--- config.mk ---
export PLATFORM = sky130hd
export DESIGN_NAME = btpwm_channel
export DESIGN_NICKNAME = d
export VERILOG_FILES = /design/src/rtl/btpwm_pkg.sv /design/src/rtl/btpwm_regs.sv /design/src/rtl/btpwm_counter.sv /design/src/rtl/btpwm_compare.sv /design/src/rtl/btpwm_wave.sv /design/src/rtl/btpwm_channel.sv
export SDC_FILE = /design/constraint.sdc
export NUM_CORES = 1
export LEC_CHECK = 0
export ABC_CLOCK_PERIOD_IN_PS = 2900
export BUFFER_PORTS_ARGS = -buffer_cell sky130_fd_sc_hd__buf_4
export CAP_MARGIN = 20
export CORE_UTILIZATION = 50
export CTS_BUF_LIST = sky130_fd_sc_hd__clkbuf_16
export CTS_CLUSTER_DIAMETER = 150
export DETAILED_ROUTE_END_ITERATION = 6
export GPL_ROUTABILITY_DRIVEN = 0
export PLACE_DENSITY = 0.71
export SLEW_MARGIN = 10
export SYNTH_ARGS = -nofsm -noshare
export SYNTH_HDL_FRONTEND = slang
export SYNTH_HIERARCHICAL = 1
export SYNTH_SLANG_ARGS = --single-unit
--- constraint.sdc ---
create_clock -name clk -period 2.9 [get_ports clk]
set_input_delay 0.725 -clock clk [delete_from_list [all_inputs] [get_ports clk]]
set_output_delay 0.725 -clock clk [all_outputs]
set_load 0.01 [all_outputs]
--- src/rtl/btpwm_pkg.sv ---
// Package: shared register selects and control bit positions for the
// buffered PWM timer channel. Assumes a two-bit register address.
package btpwm_pkg;
    localparam int ADDR_W       = 2;
    localparam int CTRL_RUN_BIT = 0;
    localparam int CTRL_BUF_BIT = 1;
    localparam int NUM_CMP      = 2;
    localparam int CMP_DUTY     = 0;
    localparam int CMP_PERIOD   = 1;

    typedef enum logic [ADDR_W-1:0] {
        SEL_DUTY   = 2'd0,
        SEL_PERIOD = 2'd1,
        SEL_STAGE  = 2'd2,
        SEL_CTRL   = 2'd3
    } reg_sel_e;
endpackage

--- src/rtl/btpwm_regs.sv ---
// Register file: holds duty, period and staging registers plus the run
// and buffer-enable bits. A software write to the duty register wins over
// a buffer transfer in the same cycle. Assumes duty_hit is already gated
// by the run bit.
module btpwm_regs
    import btpwm_pkg::*;
#(
    parameter int W = 16
) (
    input  logic                clk,
    input  logic                rst_n,
    input  logic                wr_en,
    input  logic [ADDR_W-1:0]   wr_addr,
    input  logic [W-1:0]        wr_data,
    input  logic                duty_hit,
    output logic [W-1:0]        duty_q,
    output logic [W-1:0]        period_q,
    output logic [W-1:0]        stage_q,
    output logic                run_q,
    output logic                buf_q
);
    reg_sel_e sel;
    logic     wr_duty, wr_period, wr_stage, wr_ctrl;

    // Decode the write address into one strobe per register.
    always_comb begin
        sel       = reg_sel_e'(wr_addr);
        wr_duty   = wr_en && (sel == SEL_DUTY);
        wr_period = wr_en && (sel == SEL_PERIOD);
        wr_stage  = wr_en && (sel == SEL_STAGE);
        wr_ctrl   = wr_en && (sel == SEL_CTRL);
    end

    // Duty register: software write, else buffered reload on a duty match.
    always_ff @(posedge clk) begin
        if (!rst_n)
            duty_q <= '1;
        else if (wr_duty)
            duty_q <= wr_data;
        else if (duty_hit && buf_q)
            duty_q <= stage_q;
    end

    // Period and staging registers: software writes only.
    always_ff @(posedge clk) begin
        if (!rst_n) begin
            period_q <= '1;
            stage_q  <= '1;
        end else begin
            if (wr_period) period_q <= wr_data;
            if (wr_stage)  stage_q  <= wr_data;
        end
    end

    // Control bits: run gate and buffer enable.
    always_ff @(posedge clk) begin
        if (!rst_n) begin
            run_q <= 1'b0;
            buf_q <= 1'b0;
        end else if (wr_ctrl) begin
            run_q <= wr_data[CTRL_RUN_BIT];
            buf_q <= wr_data[CTRL_BUF_BIT];
        end
    end
endmodule

--- src/rtl/btpwm_counter.sv ---
// Up-counter: advances by one per clock while running and returns to zero
// on the clock after a period match. It wraps naturally at full scale.
// Assumes clear is only asserted while running.
module btpwm_counter #(
    parameter int W = 16
) (
    input  logic         clk,
    input  logic         rst_n,
    input  logic         run,
    input  logic         clear,
    output logic [W-1:0] cnt_q
);
    // Count, clear or hold.
    always_ff @(posedge clk) begin
        if (!rst_n)
            cnt_q <= '0;
        else if (run)
            cnt_q <= clear ? '0 : cnt_q + W'(1);
    end
endmodule

--- src/rtl/btpwm_compare.sv ---
// Comparator bank: one equality comparator per compare register, each
// qualified by the run bit. Purely combinational.
module btpwm_compare #(
    parameter int W = 16,
    parameter int N = 2
) (
    input  logic                run,
    input  logic [W-1:0]        cnt,
    input  logic [N-1:0][W-1:0] cmp,
    output logic [N-1:0]        hit
);
    // One comparator per compare register.
    for (genvar i = 0; i < N; i++) begin : g_cmp
        assign hit[i] = run && (cnt == cmp[i]);
    end
endmodule

--- src/rtl/btpwm_wave.sv ---
// Output stage: the period match drives the pin low, otherwise the duty
// match drives it high, otherwise the pin holds. Period takes precedence.
module btpwm_wave (
    input  logic clk,
    input  logic rst_n,
    input  logic set_hit,
    input  logic clr_hit,
    output logic wave_q
);
    // Registered waveform level.
    always_ff @(posedge clk) begin
        if (!rst_n)
            wave_q <= 1'b0;
        else if (clr_hit)
            wave_q <= 1'b0;
        else if (set_hit)
            wave_q <= 1'b1;
    end
endmodule

--- src/rtl/btpwm_channel.sv ---
// Top level of one buffered PWM timer channel. It wires the register file,
// comparators, counter and output stage. Matches take effect on the next
// clock edge. Assumes a single clock and a synchronous active-low reset.
module btpwm_channel
    import btpwm_pkg::*;
#(
    parameter int CNT_W = 16
) (
    input  logic             clk,
    input  logic             rst_n,
    input  logic             wr_en,
    input  logic [1:0]       wr_addr,
    input  logic [CNT_W-1:0] wr_data,
    output logic [CNT_W-1:0] count,
    output logic             pwm_out
);
    logic [CNT_W-1:0]                duty_q, period_q, stage_q;
    logic                            run, buf_en;
    logic [NUM_CMP-1:0][CNT_W-1:0]   cmp_vals;
    logic [NUM_CMP-1:0]              hits;

    // Gather compare registers in comparator order.
    always_comb begin
        cmp_vals[CMP_DUTY]   = duty_q;
        cmp_vals[CMP_PERIOD] = period_q;
    end

    btpwm_regs #(.W(CNT_W)) u_regs (
        .clk      (clk),
        .rst_n    (rst_n),
        .wr_en    (wr_en),
        .wr_addr  (wr_addr),
        .wr_data  (wr_data),
        .duty_hit (hits[CMP_DUTY]),
        .duty_q   (duty_q),
        .period_q (period_q),
        .stage_q  (stage_q),
        .run_q    (run),
        .buf_q    (buf_en)
    );

    btpwm_compare #(.W(CNT_W), .N(NUM_CMP)) u_cmp (
        .run (run),
        .cnt (count),
        .cmp (cmp_vals),
        .hit (hits)
    );

    btpwm_counter #(.W(CNT_W)) u_cnt (
        .clk   (clk),
        .rst_n (rst_n),
        .run   (run),
        .clear (hits[CMP_PERIOD]),
        .cnt_q (count)
    );

    btpwm_wave u_wave (
        .clk     (clk),
        .rst_n   (rst_n),
        .set_hit (hits[CMP_DUTY]),
        .clr_hit (hits[CMP_PERIOD]),
        .wave_q  (pwm_out)
    );
endmodule


* Yosys cells after proc, flatten, opt, wreduce, memory -nomap -nowiden *
Cells that the tools add are included.
W data, S select, Z words.

cells by class
  muxes and demuxes = 3
  bitwise gates (word level) = 1
  equality and inequality tests = 5
  reduce and logical (&&, ||, !) cells = 10
  add/subtract/negate cells = 1

operator list
  kind                     count
  $mux W16                 3
  $eq A16 B16 Y1           2
  $add A16 B1 Y16 const B  1
  $logic_and A1 B1 Y1      7
  $eq A2 B2 Y1 const B     2
  $eq A2 B1 Y1 const B     1
  $logic_not A2 Y1         1
  $reduce_bool A2 Y1       1
  $reduce_or A2 Y1         1
  $not A1 Y1               1

storage, ports and cells
  input port bits = 21
  bits in registers = 67
  output and inout port bits = 17

* Depth between registers and ports, before layout *
  depth in word-level cells = 5
  mapped depth = 9

* Cells and area by module *
The synthesis kept the hierarchy.

by module, submodules not included
  module         instances  cells an instance  area an instance (µm²)  seq. area each (µm²)
  btpwm_regs     1          241                1,908.1                 1,001.0
  btpwm_counter  1          87                 765.7                   320.3
  btpwm_compare  1          44                 362.8                   0.0
  btpwm_wave     1          3                  36.3                    20.0

* Worst setup path after synthesis *
Ideal clock, no wire load.

  kind = register -> register
  start = register u_cnt.cnt_q[2]
  end = register u_regs.duty_q[10]
  arrival time = 1,884 ps
  data required time = 2,826 ps
  period minus slack after synthesis = 1,958 ps
  setup time = 74 ps
  path buffers = 2
  setup slack = 942 ps
  stages on the path, launching flop included = 10
  path through = dfxtp_1 > xor2_1 > nor4_1 > nand4_1 > nor4_2 > and2_1 > clkbuf_2 > buf_4 > nand2_1 > a31oi_1

on the way
  word-level cells in the longest chain between the ends = 4

ends and longest elaborated chain
  what                                 line                 RTL
  start, declared                      btpwm_counter.sv:11  output logic [W-1:0] cnt_q
  start signal, assigned               btpwm_counter.sv:18  cnt_q <= clear ? '0 : cnt_q + W'(1);
  $eq A16 B16 Y1                       btpwm_compare.sv:14  assign hit[i] = run && (cnt == cmp[i]);
  $logic_and A1 B1 Y1                  btpwm_compare.sv:14
  net hits[0]                          btpwm_channel.sv:20  logic [NUM_CMP-1:0] hits;
  $logic_and A1 B1 Y1                  btpwm_regs.sv:40     else if (duty_hit && buf_q)
  $reduce_bool A2 Y1 (no source line)  -
  end signal, assigned                 btpwm_regs.sv:39     duty_q <= wr_data;
  end signal, assigned                 btpwm_regs.sv:41     duty_q <= stage_q;
  end, declared                        btpwm_regs.sv:16     output logic [W-1:0] duty_q,

The timed path passes the listed nets, and every way through them passes these cells.
A chain may end at the register's enable or synchronous reset.

* Final worst setup path *
  start = register u_cnt.cnt_q[2]
  end = register u_regs.duty_q[2]

Same word-level chain as after synthesis.

==> results.json <==
{
  "grt_pass1_vias": 2449,
  "synthesis.nets": 397,
  "die_area_um2": 6460,
  "finalWorstSetupSlack_ns": 0.497,
  "synth_area_um2": 3070,
  "cp-end-kind": "flip-flop",
  "worst_pin_slew_ns": 0.661,
  "die_x_um": 80.4,
  "numCtsBuffers": 9,
  "dp_hpwl_um": 4940,
  "initial_core_util": 0.519,
  "dr.pass1.iters": 4,
  "postSynth.asyncResetShare": 0,
  "cts_resized": 0,
  "dpl_cell_area_um2": 3310,
  "vias": 2659,
  "pwr-share-seq": 0.442,
  "max_freq_mhz": 416,
  "fin_area_um2": 3610,
  "synth.avg_cell_area_um2": 8.19,
  "swShare": 0.210,
  "grt_max_degree": 42,
  "grt_pass1_wl_um": 11700,
  "utilization": 0.611,
  "fp.dieH_um": 80.4,
  "vias_per_cell": 5.51,
  "final.setup.tns_ns": 0,
  "rsz0062_at_grt": "false",
  "status": "finished clean",
  "wl_um": 7160,
  "min_period_over_period": 0.829,
  "critPathRequiredTime_ns": 3.15,
  "vdd_drop_max_mv": 0.345,
  "synth_edf_count": 0,
  "cp-start-kind": "flip-flop",
  "h-tree-depth": 3,
  "power.share.clock": 0.497,
  "io_buffers": 37,
  "intPower_mw": 1.75,
  "drc_errors": 0,
  "period_needed_ns": 2.40,
  "nets": 426,
  "yosysUniqueCellTypes": 35,
  "finClkSkew_ns": 0.00439,
  "drv_cap": 0,
  "path_class": "reg -> reg",
  "ctsLongestPathBuffers": 2,
  "antenna_found_initial": 0,
  "hold_viol_final": 0,
  "tritoncts": "yes",
  "critPathArrivalTime_ns": 2.65,
  "clock-sinks": 67,
  "grt_overflow": 0,
  "antenna_cells": 0,
  "clk_pin_slew_worst_paths_ns": 0.05,
  "setup_viol": 0,
  "rows": 28,
  "hold_ws_ns": 0.469,
  "clock-root-buffer": "clkbuf_16",
  "crit_fanout": 16,
  "drive_above_1_share": 0.135,
  "drv_slew": 0,
  "synth-seq-area-share": 0.436,
  "pre_cts_ws_ns": 0.515,
  "min_path_type": "reg -> reg",
  "max-slew-margin-rel": 0.558,
  "p_leak_nw": 1.55,
  "synthToLayoutAreaGrowth_pct": 17.6,
  "pin_count": 38,
  "synth-main-ff-cell": "dfxtp_1",
  "synth_warnings": 6,
  "switchingPower_uw": 465,
  "ctsHoldBuffers": 0,
  "grt_usage": 0.243,
  "combPwrFrac": 0.061,
  "first_iter_violations": 111,
  "drt-wirelength-per-cell_um": 14.8,
  "post_cts_buffers": 0,
  "synthCells": 375,
  "core_um2": 5920,
  "synth-seq-cells": 67,
  "clock_latency_ns": 0.33,
  "power_density_nw_per_um2": 612,
  "detail-route-antenna-nets": 0
}
path summary, 6_finish.rpt:
check                           cells after the start                end               from  slack [ns]
worst min register to register                      2  u_regs/stage_q[9]  u_regs/stage_q[9]        0.47
worst min-delay path                                2  u_regs/stage_q[9]  u_regs/stage_q[9]        0.47
worst max-delay path                                7   u_regs/duty_q[2]     u_cnt/cnt_q[2]        0.50
worst max register to register                      7   u_regs/duty_q[2]     u_cnt/cnt_q[2]        0.50
flip-flops by register name, indices dropped and copies added, names as in the netlist:
signal           flops
u_regs/stage_q      16
u_wave/wave_q        1
u_regs/run_q         1
u_regs/period_q     16
u_regs/buf_q         1
u_regs/duty_q       16
u_cnt/cnt_q         16
metrics by stage:
step | instances | power (mW)
after floorplan | 375 | 1.08
after global placement | 468 | 1.13
after detailed placement | 468 | 1.13
after CTS | 483 | 2.22
after global routing | 483 | 2.29
final | 483 | 2.21
power groups by stage:
stage               Clock (mW)  Combinational (mW)  Sequential, mW
detailed placement           0               0.134           0.997
CTS                       1.11               0.135           0.978
floorplan                    0              0.0920           0.990
finish                    1.10               0.135           0.978
global route              1.16               0.150           0.982
global placement             0               0.131           0.996
synthesized netlist by cell type (2+ instances only):
cell	instances	area, um2
dfxtp_1	67	1340
xor2_1	11	96.3
clkbuf_2	3	15.0
mux2i_1	7	70.1
xnor2_1	24	210
buf_6	5	56.3
o31ai_1	4	30.0
or4_1	4	30.0
inv_1	3	11.3
a21oi_1	7	35.0
nand2_1	109	409
nor2_1	21	78.8
buf_4	4	30.0
nor2b_1	3	18.8
nor4_1	6	37.5
buf_2	5	25.0
clkbuf_1	3	11.3
or3_1	2	12.5
o21ai_0	3	15.0
nand3_1	37	185
nand4_1	10	62.6
nor4_2	2	25.0
a31oi_1	16	100
nand3b_1	3	22.5
nand2b_1	5	31.3
and3b_1	2	17.5
logic make-up (layout without fill, tap and decap cells):
logic type | after synthesis | in the layout | share of synthesized area
AOI/OAI and AO/OA | 33 | 33 | 0.0692
DFF | 67 | 67 | 0.436
adders and majority gates | 1 | 1 | 0.00407
xor gates and xnor gates | 35 | 35 | 0.0998
muxes | 7 | 7 | 0.0228
and+or+nand+nor | 209 | 209 | 0.319
buffers and inverters | 23 | 56 | 0.0484
per-layer routing:
layer	track usage	share of wire	vias to the layer above
met4	0.114	0.019	0
met3	0.0591	0.044	11
met1	0.308	0.46	1245
li1	-	-	1338
met5	0	0	-
met2	0.387	0.48	65
final cells by class:
| class | instances | area, um2 |
|---|---|---|
| Multi-Input combinational cell | 285 | 1580 |
| Fill cell | 538 | 2310 |
| Clock buffer | 9 | 225 |
| Timing Repair Buffer | 38 | 285 |
| Inverter | 3 | 11.3 |
| Tap cell | 75 | 93.8 |
| Clock inverter | 6 | 75.1 |
| Sequential cell | 67 | 1340 |
critical path: stages, from the launching register on:
cell     delay [ns]
dfxtp_1        0.50
xor2_1         0.14
nor4_1         0.31
nand4_1        0.15
nor4_2         0.31
and2_1         0.59
nand2_1        0.12
a31oi_1        0.19
cell usage in the layout (no fill, tap or decap), drive strengths merged, types with 3 or more instances in the layout:
cell type | netlist | layout
nand4 | 11 | 11
nor2b | 3 | 3
nor4 | 8 | 8
clkbuf | 6 | 9
xor2 | 11 | 11
a31oi | 16 | 16
nand2 | 109 | 109
or3 | 3 | 3
xnor2 | 24 | 24
o31ai | 4 | 4
nand3 | 37 | 37
nor2 | 21 | 21
or4 | 4 | 4
buf | 14 | 38
mux2i | 7 | 7
o21ai | 3 | 3
inv | 3 | 6
nand3b | 3 | 3
dfxtp | 67 | 67
a21oi | 7 | 7
nand2b | 5 | 5
Power figures use the tool's default switching activity.
